<file path="src/rtl/spi_cmd_pkg.sv">
package spi_cmd_pkg;
    localparam int BYTE_W    = 8;
    localparam int BITCNT_W  = $clog2(BYTE_W);
    localparam int MODE_W    = 3;
    localparam int MODE_LSB  = BYTE_W - MODE_W;

    typedef logic [BYTE_W-1:0] byte_t;

    localparam byte_t OP_W_CTRL0 = 8'h14;
    localparam byte_t OP_W_CTRL1 = 8'h16;
    localparam byte_t OP_W_BTR0  = 8'h18;
    localparam byte_t OP_W_BTR1  = 8'h1A;
    localparam byte_t OP_W_INTEN = 8'h1C;
    localparam byte_t OP_TX_FIFO = 8'h12;
    localparam byte_t OP_R_CTRL0 = 8'hD2;
    localparam byte_t OP_R_CTRL1 = 8'hD4;
    localparam byte_t OP_R_BTR0  = 8'hD6;
    localparam byte_t OP_R_BTR1  = 8'hD8;
    localparam byte_t OP_R_MSTAT = 8'hDA;
    localparam byte_t OP_R_ERRF  = 8'hDC;
    localparam byte_t OP_R_INTF  = 8'hDE;
    localparam byte_t OP_R_STAT  = 8'hE2;
    localparam byte_t OP_R_REC   = 8'hEA;
    localparam byte_t OP_R_TEC   = 8'hEC;
    localparam byte_t OP_RX_FIFO = 8'h48;
    localparam byte_t OP_MRESET  = 8'h56;

    typedef enum logic [MODE_W-1:0] {
        MODE_NORMAL   = 3'd0,
        MODE_LOOPBACK = 3'd1,
        MODE_MONITOR  = 3'd2,
        MODE_SLEEP    = 3'd3,
        MODE_INIT     = 3'd4
    } op_mode_e;

    localparam byte_t CTRL0_RESET = byte_t'(MODE_INIT) << MODE_LSB;
    localparam byte_t STAT_RESET  = 8'h82;

    typedef enum logic [2:0] {
        K_NONE, K_WR, K_RD, K_RXF, K_TXF, K_RST
    } op_kind_e;

    typedef enum logic [2:0] {
        D_OPC, D_WRDATA, D_RDSLOT, D_RXF, D_TXF, D_DONE
    } dec_state_e;

    typedef struct packed {
        logic  wr;
        byte_t wop;
        byte_t wdata;
        logic  rd;
        byte_t rop;
        logic  mreset;
    } reg_req_t;

    function automatic op_kind_e op_kind(input byte_t op);
        case (op)
            OP_W_CTRL0, OP_W_CTRL1, OP_W_BTR0,
            OP_W_BTR1, OP_W_INTEN:              return K_WR;
            OP_R_CTRL0, OP_R_CTRL1, OP_R_BTR0, OP_R_BTR1,
            OP_R_MSTAT, OP_R_ERRF, OP_R_INTF, OP_R_STAT,
            OP_R_REC, OP_R_TEC:                 return K_RD;
            OP_RX_FIFO:                         return K_RXF;
            OP_TX_FIFO:                         return K_TXF;
            OP_MRESET:                          return K_RST;
            default:                            return K_NONE;
        endcase
    endfunction
endpackage

</file>
<file path="src/rtl/spi_cmd_shifter.sv">
module spi_cmd_shifter
    import spi_cmd_pkg::*;
#(
    parameter int SYNC_STAGES = 2
) (
    input  logic  clk,
    input  logic  rst,
    input  logic  spi_sck,
    input  logic  spi_csn,
    input  logic  spi_mosi,
    output logic  spi_miso,
    input  byte_t next_byte,
    output logic  cs_act,
    output logic  byte_done,
    output byte_t byte_val
);
    localparam int TOP = SYNC_STAGES - 1;

    logic [SYNC_STAGES-1:0] sck_p, csn_p, mosi_p;
    logic                   sck_d;
    logic                   rise, fall;
    logic [BITCNT_W-1:0]    bit_cnt;
    byte_t                  rx_sh, tx_sh;

    always_ff @(posedge clk) begin
        if (rst) begin
            sck_p  <= '0;
            csn_p  <= '1;
            mosi_p <= '0;
            sck_d  <= 1'b0;
        end else begin
            sck_p  <= {sck_p[SYNC_STAGES-2:0], spi_sck};
            csn_p  <= {csn_p[SYNC_STAGES-2:0], spi_csn};
            mosi_p <= {mosi_p[SYNC_STAGES-2:0], spi_mosi};
            sck_d  <= sck_p[TOP];
        end
    end

    assign cs_act = ~csn_p[TOP];
    assign rise   = sck_p[TOP] & ~sck_d;
    assign fall   = ~sck_p[TOP] & sck_d;

    always_ff @(posedge clk) begin
        if (rst || !cs_act) begin
            bit_cnt   <= '0;
            rx_sh     <= '0;
            tx_sh     <= '0;
            byte_done <= 1'b0;
            byte_val  <= '0;
        end else begin
            byte_done <= 1'b0;
            if (rise) begin
                rx_sh   <= {rx_sh[BYTE_W-2:0], mosi_p[TOP]};
                bit_cnt <= bit_cnt + 1'b1;
                if (bit_cnt == BITCNT_W'(BYTE_W - 1)) begin
                    byte_done <= 1'b1;
                    byte_val  <= {rx_sh[BYTE_W-2:0], mosi_p[TOP]};
                end
            end
            if (fall) begin
                if (bit_cnt == '0) tx_sh <= next_byte;
                else               tx_sh <= {tx_sh[BYTE_W-2:0], 1'b0};
            end
        end
    end

    assign spi_miso = tx_sh[BYTE_W-1];

    // a completed byte can only be reported while the frame is open
    p_byte_in_frame_r1: assert property (@(posedge clk) disable iff (rst)
        byte_done |-> $past(cs_act));
endmodule

</file>
<file path="src/rtl/spi_cmd_decoder.sv">
module spi_cmd_decoder
    import spi_cmd_pkg::*;
(
    input  logic     clk,
    input  logic     rst,
    input  logic     cs_act,
    input  logic     byte_done,
    input  byte_t    byte_val,
    output byte_t    next_byte,
    output reg_req_t req,
    input  byte_t    reg_rdata,
    input  byte_t    rxf_data,
    output logic     rxf_pop,
    output logic     txf_valid,
    output byte_t    txf_data
);
    dec_state_e state;
    byte_t      wr_op;
    byte_t      rd_hold;
    op_kind_e   kind;

    assign kind = op_kind(byte_val);

    always_comb begin
        req.wr     = byte_done && (state == D_WRDATA);
        req.wop    = wr_op;
        req.wdata  = byte_val;
        req.rd     = byte_done && (state == D_OPC) && (kind == K_RD);
        req.rop    = byte_val;
        req.mreset = byte_done && (state == D_OPC) && (kind == K_RST);
    end

    assign txf_valid = byte_done && (state == D_TXF);
    assign txf_data  = byte_val;
    assign rxf_pop   = byte_done && (state == D_RXF);

    always_comb begin
        case (state)
            D_RXF:    next_byte = rxf_data;
            D_RDSLOT: next_byte = rd_hold;
            default:  next_byte = '0;
        endcase
    end

    always_ff @(posedge clk) begin
        if (rst || !cs_act) begin
            state   <= D_OPC;
            wr_op   <= '0;
            rd_hold <= '0;
        end else if (byte_done) begin
            case (state)
                D_OPC: begin
                    case (kind)
                        K_WR:    begin state <= D_WRDATA; wr_op <= byte_val; end
                        K_RD:    begin state <= D_RDSLOT; rd_hold <= reg_rdata; end
                        K_RXF:   state <= D_RXF;
                        K_TXF:   state <= D_TXF;
                        default: state <= D_DONE;
                    endcase
                end
                D_WRDATA, D_RDSLOT: state <= D_DONE;
                default:            state <= state;
            endcase
        end
    end

    // the register port and FIFO strobes never fire together
    p_one_action_r1: assert property (@(posedge clk) disable iff (rst)
        $onehot0({req.wr, req.rd, req.mreset, txf_valid, rxf_pop}));
    // a frame commits at most one register write
    p_write_once_r2: assert property (@(posedge clk) disable iff (rst)
        req.wr |=> (state == D_DONE || state == D_OPC));
    // a closed frame returns the decoder to opcode state
    p_abort_r12: assert property (@(posedge clk) disable iff (rst)
        !cs_act |=> (state == D_OPC) && !req.wr);
endmodule

</file>
<file path="src/rtl/spi_cmd_regs.sv">
module spi_cmd_regs
    import spi_cmd_pkg::*;
(
    input  logic     clk,
    input  logic     rst,
    input  reg_req_t req,
    output byte_t    rdata,
    input  byte_t    int_set,
    input  byte_t    err_set,
    input  logic     stat_load,
    input  byte_t    stat_value,
    input  byte_t    msg_stat_in,
    input  byte_t    rec_in,
    input  byte_t    tec_in,
    output byte_t    ctrl0_q,
    output byte_t    ctrl1_q,
    output byte_t    btr0_q,
    output byte_t    btr1_q,
    output byte_t    inten_q
);
    byte_t intf_q, errf_q, stat_q;
    logic  rd_intf, rd_errf;

    assign rd_intf = req.rd && (req.rop == OP_R_INTF);
    assign rd_errf = req.rd && (req.rop == OP_R_ERRF);

    always_ff @(posedge clk) begin
        if (rst) begin
            ctrl0_q <= CTRL0_RESET;
            ctrl1_q <= '0;
            btr0_q  <= '0;
            btr1_q  <= '0;
            inten_q <= '0;
            intf_q  <= '0;
            errf_q  <= '0;
            stat_q  <= STAT_RESET;
        end else begin
            errf_q <= (rd_errf ? '0 : errf_q) | err_set;
            if (req.mreset) begin
                ctrl0_q <= CTRL0_RESET;
                ctrl1_q <= '0;
                btr0_q  <= '0;
                btr1_q  <= '0;
                inten_q <= '0;
                intf_q  <= int_set;
                stat_q  <= STAT_RESET;
            end else begin
                intf_q <= (rd_intf ? '0 : intf_q) | int_set;
                if (stat_load) stat_q <= stat_value;
                if (req.wr) begin
                    case (req.wop)
                        OP_W_CTRL0: ctrl0_q <= req.wdata;
                        OP_W_CTRL1: ctrl1_q <= req.wdata;
                        OP_W_BTR0:  btr0_q  <= req.wdata;
                        OP_W_BTR1:  btr1_q  <= req.wdata;
                        OP_W_INTEN: inten_q <= req.wdata;
                        default:    ;
                    endcase
                end
            end
        end
    end

    always_comb begin
        case (req.rop)
            OP_R_CTRL0: rdata = ctrl0_q;
            OP_R_CTRL1: rdata = ctrl1_q;
            OP_R_BTR0:  rdata = btr0_q;
            OP_R_BTR1:  rdata = btr1_q;
            OP_R_MSTAT: rdata = msg_stat_in;
            OP_R_ERRF:  rdata = errf_q;
            OP_R_INTF:  rdata = intf_q;
            OP_R_STAT:  rdata = stat_q;
            OP_R_REC:   rdata = rec_in;
            OP_R_TEC:   rdata = tec_in;
            default:    rdata = '0;
        endcase
    end

    // the reset opcode lands the controller in init mode
    p_mreset_init_r5: assert property (@(posedge clk) disable iff (rst)
        req.mreset |=> ctrl0_q[BYTE_W-1:MODE_LSB] == MODE_INIT);
    // the reset opcode leaves pending error flags alone
    p_mreset_keeps_err_r5: assert property (@(posedge clk) disable iff (rst)
        (req.mreset && !rd_errf && err_set == '0) |=> errf_q == $past(errf_q));
    // reading interrupt flags clears them when nothing new arrives
    p_intf_clear_r7: assert property (@(posedge clk) disable iff (rst)
        (rd_intf && int_set == '0) |=> intf_q == '0);
    // a flag raised during the read survives it
    p_intf_keep_new_r7: assert property (@(posedge clk) disable iff (rst)
        (rd_intf && !req.mreset) |=> (intf_q & $past(int_set)) == $past(int_set));
    // reading error flags clears them when nothing new arrives
    p_errf_clear_r8: assert property (@(posedge clk) disable iff (rst)
        (rd_errf && err_set == '0) |=> errf_q == '0);
    // status changes only through its load strobe or the reset opcode
    p_stat_hold_r9: assert property (@(posedge clk) disable iff (rst)
        (!stat_load && !req.mreset) |=> $stable(stat_q));
endmodule

</file>
<file path="src/rtl/spi_cmd_target.sv">
module spi_cmd_target
    import spi_cmd_pkg::*;
#(
    parameter int SYNC_STAGES = 2
) (
    input  logic              clk,
    input  logic              rst,
    input  logic              spi_sck,
    input  logic              spi_csn,
    input  logic              spi_mosi,
    output logic              spi_miso,
    input  logic [BYTE_W-1:0] int_set,
    input  logic [BYTE_W-1:0] err_set,
    input  logic              stat_load,
    input  logic [BYTE_W-1:0] stat_value,
    input  logic [BYTE_W-1:0] msg_stat_in,
    input  logic [BYTE_W-1:0] rec_in,
    input  logic [BYTE_W-1:0] tec_in,
    input  logic [BYTE_W-1:0] rxf_data,
    output logic              rxf_pop,
    output logic              txf_valid,
    output logic [BYTE_W-1:0] txf_data,
    output logic [MODE_W-1:0] cfg_mode,
    output logic [BYTE_W-1:0] cfg_ctrl1,
    output logic [BYTE_W-1:0] cfg_btr0,
    output logic [BYTE_W-1:0] cfg_btr1,
    output logic [BYTE_W-1:0] cfg_inten
);
    logic     cs_act, byte_done;
    byte_t    byte_val, next_byte, reg_rdata, ctrl0_q;
    reg_req_t req;

    spi_cmd_shifter #(.SYNC_STAGES(SYNC_STAGES)) u_shift (
        .clk       (clk),
        .rst       (rst),
        .spi_sck   (spi_sck),
        .spi_csn   (spi_csn),
        .spi_mosi  (spi_mosi),
        .spi_miso  (spi_miso),
        .next_byte (next_byte),
        .cs_act    (cs_act),
        .byte_done (byte_done),
        .byte_val  (byte_val)
    );

    spi_cmd_decoder u_dec (
        .clk       (clk),
        .rst       (rst),
        .cs_act    (cs_act),
        .byte_done (byte_done),
        .byte_val  (byte_val),
        .next_byte (next_byte),
        .req       (req),
        .reg_rdata (reg_rdata),
        .rxf_data  (rxf_data),
        .rxf_pop   (rxf_pop),
        .txf_valid (txf_valid),
        .txf_data  (txf_data)
    );

    spi_cmd_regs u_regs (
        .clk         (clk),
        .rst         (rst),
        .req         (req),
        .rdata       (reg_rdata),
        .int_set     (int_set),
        .err_set     (err_set),
        .stat_load   (stat_load),
        .stat_value  (stat_value),
        .msg_stat_in (msg_stat_in),
        .rec_in      (rec_in),
        .tec_in      (tec_in),
        .ctrl0_q     (ctrl0_q),
        .ctrl1_q     (cfg_ctrl1),
        .btr0_q      (cfg_btr0),
        .btr1_q      (cfg_btr1),
        .inten_q     (cfg_inten)
    );

    assign cfg_mode = ctrl0_q[BYTE_W-1:MODE_LSB];

    // no register write is committed outside an open frame
    p_no_write_idle_r12: assert property (@(posedge clk) disable iff (rst)
        !cs_act |-> !req.wr && !txf_valid);
endmodule

</file>
<file path="config.mk">
export PLATFORM = sky130hd
export DESIGN_NAME = spi_cmd_target
export DESIGN_NICKNAME = d
export VERILOG_FILES = /design/src/rtl/spi_cmd_pkg.sv /design/src/rtl/spi_cmd_shifter.sv /design/src/rtl/spi_cmd_decoder.sv /design/src/rtl/spi_cmd_regs.sv /design/src/rtl/spi_cmd_target.sv
export SDC_FILE = /design/constraint.sdc
export NUM_CORES = 1
export LEC_CHECK = 0
export BUFFER_PORTS_ARGS = -buffer_cell sky130_fd_sc_hd__buf_4
export CORE_MARGIN = 1
export CORE_UTILIZATION = 55
export CTS_CLUSTER_DIAMETER = 30
export DETAILED_ROUTE_END_ITERATION = 16
export PLACE_DENSITY_LB_ADDON = 0.15
export SLEW_MARGIN = 20
export SYNTH_ARGS = -nofsm -noshare
export SYNTH_HDL_FRONTEND = slang
export SYNTH_SLANG_ARGS = --single-unit
</file>
<file path="constraint.sdc">
create_clock -name clk -period 3.7 [get_ports clk]
set_input_delay 0.185 -clock clk [delete_from_list [all_inputs] [get_ports clk]]
set_output_delay 0.185 -clock clk [all_outputs]
set_load 0.02 [all_outputs]
</file>
==> out/results.ini <==
[synthesis]
synthCells=628
avgSynthCellArea_um2=8.70
dominantRegCellSynth=dfxtp_1
netlist_area_mm2=0.00546
synth_edf_count=0
synth-async-reset-ratio=0
ys_types=57
synth-seq-cells=117
synth.net_count=693
ys_seq_area_frac=0.429
yosysWarnings=0

[drt]
wire_per_inst_um=18.8
drcViolationCount=0
finalWirelength_mm=16.4
drt-initial-drc-count=380
firstDrtPassIters=4
vias=5006
ant_nets=0
vias_per_cell=5.72

[place]
gp_congestion=0.889
post_dp_cell_area_mm2=0.00620
dp.cells=816
hpwl_mm=10.7
place.port_buffers=107

[grt]
met3_usage=0.0649
grt_max_degree=49
antenna_found_initial=0
grt_pass1_vias=4699
grt_pass1_wl_mm=24.9
gr-usage-all-layers=0.324
overflow=0
top_usage_layer=met2
use_met2=0.526
met1_usage=0.421

[finish]
stdcell_area_mm2=0.00706
syn_to_final_growth_pct=29.3
drive_gt1_frac=0.244
insertedDiodeCount=0
nets=794
instances_no_fill=875

[worst_setup_path]
start_kind=flip-flop
crit_path_end_kind=flip-flop
cp.arrival_ps=3240
crit_path_top_delay_cell=dfxtp_1
worstSetupPathType=flip-flop to flip-flop
path_cells=nor2b_1 -> nand2_1 -> nor4_1 -> a31o_2 -> buf_4 -> nor2_1
crit_path_start=u_shift.byte_val[4]
max_stage_delay_ps=840
critical_path_required_ps=4080
worstReg2RegStart=u_shift.byte_val[4]
path_max_fanout=48

[timing]
rsz0062_at_grt=false
period_share=0.773
finalHoldViolCount=0
relSlewSlack=0.368
drv_slew=0
setup_viol=0
setup-tns-final_ps=0
max_freq_mhz=350
skew_ps=9.07
fin_crit_ps=2860
holdWs_ps=11.5
tightest_slew_ps=946

[hold_path]
hp-start=stat_load
min_path_type=input port to flip-flop

[clocking]
numCtsBuffers=17
clk_pin_slew_ps=60
cts_sinks=117
htreeDepth=4
cts_tree=done
clock_path_buffers=2
clk_latency_ps=520
root_buffer=clkbuf_8

[job]
cap_violations=0

[die]
core_region_area_mm2=0.00968
dieArea_mm2=0.0103
start_util=0.564
dieHeight_um=102
die_w_um=102
placementRows=36
ios=108

[power_and_ir_drop]
power_per_cell_area_mw_per_mm2=433
leakagePower_uw=0.00272
ir_drop_mv=0.467

[status]
outcome=finished clean

critical path: cells and delay by family, from the launching register on:
family	cells	cell delay, ps
buffers and inverters	1	450
AND/OR/NAND/NOR	4	1180
flip-flops	1	840
AO/OA/AOI/OAI	1	220
cell usage after synthesis (3+ instances only):
| cell | n | area (um^2) |
|---|---|---|
| a2111oi_0 | 3 | 26.3 |
| clkbuf_1 | 25 | 93.8 |
| a211oi_1 | 17 | 128 |
| nand2b_1 | 10 | 62.6 |
| nor4_1 | 4 | 25.0 |
| a21oi_1 | 40 | 200 |
| nand3_1 | 16 | 80.1 |
| mux2i_1 | 57 | 571 |
| buf_1 | 6 | 22.5 |
| and3_1 | 7 | 43.8 |
| inv_1 | 18 | 67.6 |
| o21ai_0 | 16 | 80.1 |
| buf_4 | 14 | 105 |
| nand2_1 | 52 | 195 |
| buf_2 | 15 | 75.1 |
| nor2_1 | 90 | 338 |
| nor3b_1 | 3 | 22.5 |
| o22ai_1 | 6 | 37.5 |
| mux2_2 | 10 | 113 |
| a31oi_1 | 8 | 50.1 |
| dfxtp_1 | 117 | 2340 |
| nor3_1 | 6 | 30.0 |
| a22oi_1 | 19 | 143 |
| or2_2 | 7 | 43.8 |
| nor2b_1 | 14 | 87.6 |
| a211o_1 | 4 | 35.0 |
| xnor2_1 | 4 | 35.0 |
| ha_1 | 3 | 37.5 |
sequential cells by signal, summed over array words and instances (netlist names), 2 cells and up:
name and cells:
u_dec.state 3, u_shift.sck_p 2, u_shift.tx_sh 8, u_regs.stat_q 8
u_shift.rx_sh 7, u_dec.wr_op 8, u_regs.btr0_q 8, u_regs.intf_q 8
u_regs.ctrl0_q 8, u_regs.btr1_q 8, u_shift.byte_val 8, u_shift.csn_p 2
u_shift.bit_cnt 3, u_regs.ctrl1_q 8, u_dec.rd_hold 8, u_regs.errf_q 8
u_shift.mosi_p 2, u_regs.inten_q 8
cell families after synthesis:
| family | share of synthesized area |
|---|---|
| adder cells (fa/ha/maj) | 0.00687 |
| XOR/XNOR | 0.00641 |
| flip-flops | 0.429 |
| AO/OA/AOI/OAI | 0.157 |
| AND/OR/NAND/NOR | 0.201 |
| buffers and inverters | 0.0703 |
| multiplexers | 0.129 |
stage by stage:
step | power [uW] | setup slack [ps] | util
after floorplan | 1370 | 1790 | -
after global placement | 1430 | 986 | 0.640
after detailed placement | 1430 | 954 | 0.640
after CTS | 3060 | 907 | 0.729
after global routing | 3140 | 725 | 0.729
final | 3060 | 839 | 0.729
power by group:
group	switching, uW	internal, uW	total (uW)
clock	623	1000	1620
combinational	55.2	77.5	133
sequential	16.1	1280	1300
total	694	2360	3060
path summary, 6_finish.rpt:
path,to,slack [ps],cells past startpoint
setup / recovery,u_regs.ctrl0_q[4],840,6
setup reg to reg,u_regs.ctrl0_q[4],840,6
hold reg to reg,u_shift.csn_p[1],420,1
hold / removal,u_regs.stat_q[1],10,2
cell usage in the layout (no fill, tap or decap), types with 7 or more instances in the layout:
cell type        n
dfxtp_1        117
buf_4          116
nor2_1          90
mux2i_1         57
nand2_1         52
a21oi_1         40
dlygate4sd3_1   27
a22oi_1         19
inv_1           18
a211oi_1        17
o21ai_0         16
nand3_1         16
clkbuf_16       16
nor2b_1         13
nand2b_1        10
mux2_2          10
a31oi_1          8
and3_1           7
or2_2            7
final cells by class:
| type | count | area [um^2] |
|---|---|---|
| clock inverter | 13 | 146 |
| inverter | 18 | 67.6 |
| sequential | 117 | 2340 |
| multi-input combinational | 431 | 2740 |
| fill | 711 | 2620 |
| timing repair buffer | 144 | 1160 |
| clock buffer | 19 | 442 |
| tap | 133 | 166 |
metal layers:
layer,vias up,wire (um),part of all wire
met4,0,415,0.025
met1,2413,7220,0.44
met5,-,0,0
met3,33,829,0.050
met2,174,7980,0.49
li1,2386,-,-
timing repair:
item | in CTS | in global routing
buffers inserted | 0 | 0
hold buffers | 27 | 0
hold endpoints to repair | 27 | 0
gates resized for setup | 0 | 0
No activity file was read; power rests on OpenSTA's default activity.
